**config.mk**
```make
export PLATFORM = sky130hd
export DESIGN_NAME = gpio_masked_port
export DESIGN_NICKNAME = d
export VERILOG_FILES = /design/src/rtl/gpio_pkg.sv /design/src/rtl/gpio_bus_decode.sv /design/src/rtl/gpio_in_sync.sv /design/src/rtl/gpio_pin_regs.sv /design/src/rtl/gpio_masked_port.sv
export SDC_FILE = /design/constraint.sdc
export NUM_CORES = 1
export LEC_CHECK = 0
export BUFFER_PORTS_ARGS = -buffer_cell sky130_fd_sc_hd__buf_2
export CAP_MARGIN = 5
export CORE_ASPECT_RATIO = 0.5
export CORE_MARGIN = 8
export CORE_UTILIZATION = 42
export CTS_BUF_LIST = sky130_fd_sc_hd__clkbuf_16
export DETAILED_ROUTE_END_ITERATION = 7
export GPL_ROUTABILITY_DRIVEN = 0
export PLACE_DENSITY_LB_ADDON = 0.25
export SETUP_SLACK_MARGIN = 0.3
export SLEW_MARGIN = 10
export SYNTH_ARGS = -nofsm -noshare
export SYNTH_HDL_FRONTEND = slang
export SYNTH_SLANG_ARGS = --single-unit
```
**constraint.sdc**
```tcl
create_clock -name clk -period 1.2 [get_ports clk]
set_input_delay 0.06 -clock clk [delete_from_list [all_inputs] [get_ports clk]]
set_output_delay 0.06 -clock clk [all_outputs]
set_load 0.05 [all_outputs]
```
**src/rtl/gpio_pkg.sv**
```systemverilog
package gpio_pkg;

    localparam int PINS  = 8;
    localparam int BUS_W = 32;

    typedef logic [PINS-1:0] pin_vec_t;

    typedef enum logic [1:0] {
        SEL_NONE = 2'd0,
        SEL_DATA = 2'd1,
        SEL_DIR  = 2'd2
    } reg_sel_e;

    typedef struct packed {
        reg_sel_e sel;
        pin_vec_t mask;
        logic     wr;
        logic     rd;
    } bus_req_t;

    // Replace only the masked bits of a stored word.
    function automatic pin_vec_t merge_masked(pin_vec_t old_v, pin_vec_t new_v, pin_vec_t m);
        return (old_v & ~m) | (new_v & m);
    endfunction

    // Per-pin choice between driven value and sampled level.
    function automatic pin_vec_t pick_level(pin_vec_t dir, pin_vec_t stored, pin_vec_t sampled);
        return (dir & stored) | (~dir & sampled);
    endfunction

endpackage

```
**src/rtl/gpio_bus_decode.sv**
```systemverilog
module gpio_bus_decode
    import gpio_pkg::*;
#(
    parameter int ADDR_W = 12
) (
    input  logic              psel,
    input  logic              penable,
    input  logic              pwrite,
    input  logic [ADDR_W-1:0] paddr,
    output bus_req_t          req
);

    localparam int WORD_W = ADDR_W - 2;
    localparam logic [WORD_W-1:0] DIR_WORD = WORD_W'(1) << PINS;

    logic [WORD_W-1:0] word;

    always_comb begin
        word     = paddr[ADDR_W-1:2];
        req.mask = paddr[PINS+1:2];
        if (word[WORD_W-1:PINS] == '0) begin
            req.sel = SEL_DATA;
        end else if (word == DIR_WORD) begin
            req.sel = SEL_DIR;
        end else begin
            req.sel = SEL_NONE;
        end
        req.wr = psel & penable & pwrite;
        req.rd = psel & ~pwrite;
    end

endmodule

```
**src/rtl/gpio_in_sync.sv**
```systemverilog
module gpio_in_sync
    import gpio_pkg::*;
#(
    parameter int STAGES = 2
) (
    input  logic     clk,
    input  logic     rst,
    input  pin_vec_t din,
    output pin_vec_t dout
);

    pin_vec_t stage_q [STAGES];

    always_ff @(posedge clk) begin
        if (rst) begin
            for (int s = 0; s < STAGES; s++) begin
                stage_q[s] <= '0;
            end
        end else begin
            stage_q[0] <= din;
            for (int s = 1; s < STAGES; s++) begin
                stage_q[s] <= stage_q[s-1];
            end
        end
    end

    assign dout = stage_q[STAGES-1];

endmodule

```
**src/rtl/gpio_pin_regs.sv**
```systemverilog
module gpio_pin_regs
    import gpio_pkg::*;
(
    input  logic     clk,
    input  logic     rst,
    input  bus_req_t req,
    input  pin_vec_t wdata,
    output pin_vec_t data_q,
    output pin_vec_t dir_q
);

    always_ff @(posedge clk) begin
        if (rst) begin
            data_q <= '0;
            dir_q  <= '0;
        end else if (req.wr) begin
            case (req.sel)
                SEL_DATA: data_q <= merge_masked(data_q, wdata, req.mask);
                SEL_DIR:  dir_q  <= wdata;
                default:  ;
            endcase
        end
    end

endmodule

```
**src/rtl/gpio_masked_port.sv**
```systemverilog
module gpio_masked_port
    import gpio_pkg::*;
#(
    parameter int ADDR_W      = 12,
    parameter int SYNC_STAGES = 2
) (
    input  logic              clk,
    input  logic              rst,
    input  logic              psel,
    input  logic              penable,
    input  logic              pwrite,
    input  logic [ADDR_W-1:0] paddr,
    input  logic [BUS_W-1:0]  pwdata,
    output logic [BUS_W-1:0]  prdata,
    output logic              pready,
    input  logic [PINS-1:0]   gpio_in,
    output logic [PINS-1:0]   gpio_out,
    output logic [PINS-1:0]   gpio_oe
);

    bus_req_t req;
    pin_vec_t data_q;
    pin_vec_t dir_q;
    pin_vec_t in_sync;
    pin_vec_t level;

    gpio_bus_decode #(.ADDR_W(ADDR_W)) u_decode (
        .psel    (psel),
        .penable (penable),
        .pwrite  (pwrite),
        .paddr   (paddr),
        .req     (req)
    );

    gpio_in_sync #(.STAGES(SYNC_STAGES)) u_sync (
        .clk  (clk),
        .rst  (rst),
        .din  (gpio_in),
        .dout (in_sync)
    );

    gpio_pin_regs u_regs (
        .clk    (clk),
        .rst    (rst),
        .req    (req),
        .wdata  (pwdata[PINS-1:0]),
        .data_q (data_q),
        .dir_q  (dir_q)
    );

    always_comb begin
        level  = pick_level(dir_q, data_q, in_sync);
        prdata = '0;
        if (req.rd) begin
            case (req.sel)
                SEL_DATA: prdata[PINS-1:0] = level & req.mask;
                SEL_DIR:  prdata[PINS-1:0] = dir_q;
                default:  prdata = '0;
            endcase
        end
    end

    assign pready   = 1'b1;
    assign gpio_out = data_q;
    assign gpio_oe  = dir_q;

endmodule

```
==> run metrics <==
status complete, but fails checks; failing checks setup timing; Worst Path Required 1140 ps; Met3 Routed Length 332 µm; EDFF count, synth 0; compound-cell area share of the yosys netlist 0.0247; Synth cell types 17; Area Growth Syn to Fin 69.3%; Initial DRC Count 105; root buffer cell clkbuf_16; Core Region 3800 µm²; first-pass GRT wire length 7400 µm; maximum clock frequency 0.779 GHz; RSZ-0062 raised after global routing true; CP Max Fanout 2; average size of a mapped cell 9.55 µm²; vias per inst 4.59; number of remaining DRC errors 0; Final Skew 4.81 ps; mapped cell area 1620 µm²; Hold Crit Class in2reg; largest family of logic cells by synthesized area simple AND/OR/NAND/NOR gates; Max Cap Viol 0; area leader, netlist dfxtp_1; Syn. warnings 0; xor-xnor portion of the synthesized cell area 0; ant diodes 0; clk_lat worst skew 280 ps; Initial Util 0.427; Post-Syn Instances 170; # port buffers 54; DP HPWL 3200 µm; startpoint types flop; CTS tree done; Final WS setup -83.1 ps; grt total ovfl 0; FF+latch count, synth 32; final setup vio count 8; largest net degree at the start of global routing 41; final period utilization 1.07; post-synthesis mux area share 0.154; CTS Buf Count 5; All-Layer GR Usage 0.153; final std cell area, no fill 2750 µm²; CP Cell Sequence mux2_4, nand3_4, a21oi_4, buf_6; TritonRoute pass-1 iters 4; antenna-violating nets left 0; pwr/cell area 985 nW/µm²; Crit-path slowest cell dfxtp_4; CTS Buffer Depth 2; Largest stage delay, worst path 350 ps; Vias 1413; share of post-route cells with drive strength above 1 0.504; main flop type after synthesis dfxtp_1; chip height 60.0 µm; met2 wire length 2130 µm; # clock sinks 32; crit path time final 1280 ps; cell with the most instances after synthesis dfxtp_1; WL final 4660 µm; fin util 0.723; WL/cell 15.1 µm; num rows 16; synth cell count leaders dfxtp_1, buf_4, nand2b_1, nor2b_1; initial antenna violation count 0; synth top area cells dfxtp_1, buf_4, mux2i_1; Seq/Total Area, Yosys 0.394; dpl cell area 2140 µm²; Max Used Layer met4; data arrival time of the worst path 1220 ps; vias in the first global route 1558; post-synthesis simple-gate area fraction 0.287; Metal-1 WL 2100 µm; clk slew on worst S/H paths 50 ps; Top Ports 106; static leakage 1.21 nW; Slew Limit Fails 0; die area 6230 µm²; fin nets 310; Worst Setup Path Type reg2out; crit end category output port; adder-cell share of the synthesized area 0; Die Span X 104 µm; CTS H-tree lvls 2; ys async rst share 0; maximum VDD drop 780 µV; final hold viol count 0; Yosys top cell area share 0.394
## cells by family (layout without fill, tap and decap cells)
family	Yosys count	in the layout
AOI/OAI and AO/OA	8	8
DFF	32	32
buffers and inverters	33	94
muxes	24	24
and+or+nand+nor	71	71
other	2	25
## repair_timing
| action | CTS | global route |
|---|---|---|
| endpoints found under the hold margin | 7 | 0 |
| gates resized for setup | 80 | 12 |
| buffers inserted | 4 | 3 |
| setup endpoints to repair | 32 | 24 |
| pin swaps | 15 | 9 |
| gates cloned | 0 | 0 |
| hold buffers | 7 | 0 |
## path summary, 6_finish.rpt
| check | start | to | slack [ps] | cells after the start |
|---|---|---|---|---|
| worst min-delay path | gpio_in[3] | u_sync.stage_q[0][3] | 60 | 2 |
| worst min register to register | u_sync.stage_q[0][5] | u_sync.stage_q[0][13] | 440 | 1 |
| worst max register to register | u_regs.dir_q[2] | u_regs.dir_q[2] | 290 | 5 |
| worst max-delay path | u_regs.dir_q[7] | prdata[7] | -80 | 4 |
## area by class of cell
class | count | area (µm²)
Fill cell | 268 | 1050
Tap cell | 54 | 67.6
Multi-Input combinational cell | 128 | 1070
Clock inverter | 3 | 11.3
Sequential cell | 32 | 701
Timing Repair Buffer | 86 | 771
Clock buffer | 5 | 125
## routing by layer
metal | track usage | vias to the layer above
li1 | - | 697
met1 | 0.163 | 649
met2 | 0.264 | 58
met3 | 0.0634 | 9
met4 | 0.0733 | 0
met5 | 0 | -
## per-stage QoR
step	hold slack [ps]	power [W]	setup WS, ps	cells	TNS [ps]
5_1_grt	58.7	0.00281	-114	308	-873
2_1_floorplan	188	0.00143	33.2	193	0
3_5_place_dp	273	0.00149	-125	286	-1210
4_1_cts	57.9	0.00271	-83.0	305	-619
3_3_place_gp	269	0.00149	-102	286	-801
6_report	65.0	0.00271	-83.1	308	-604
## report_power, final
group / internal [W] / total, W / switching, W
clock network: 0.000743 / 0.00117 / 0.000423
registers: 0.00106 / 0.00107 / 0.00000817
logic: 0.000155 / 0.000475 / 0.000320
total: 0.00195 / 0.00271 / 0.000752
## critical path: cells and delay by family (launching register included)
kind | cells | cell delay [ps]
DFF | 1 | 350
muxes | 1 | 310
buffers and inverters | 1 | 160
and+or+nand+nor | 1 | 70
AOI/OAI and AO/OA | 1 | 60
## layout by cell type, fill, tap and decap left out, drive strengths merged
cell and count:
nor2 1, clkbuf 5, buf 79, inv 2, nand3 16, mux2i 16
dlygate4sd3 7, nor2b 17, clkinv 1, dfxtp 32, conb 25, nand4 9
and3 1, a21oi 8, mux2 8, nor4 2, nand2b 25
No activity file was read; power rests on OpenSTA's default activity.
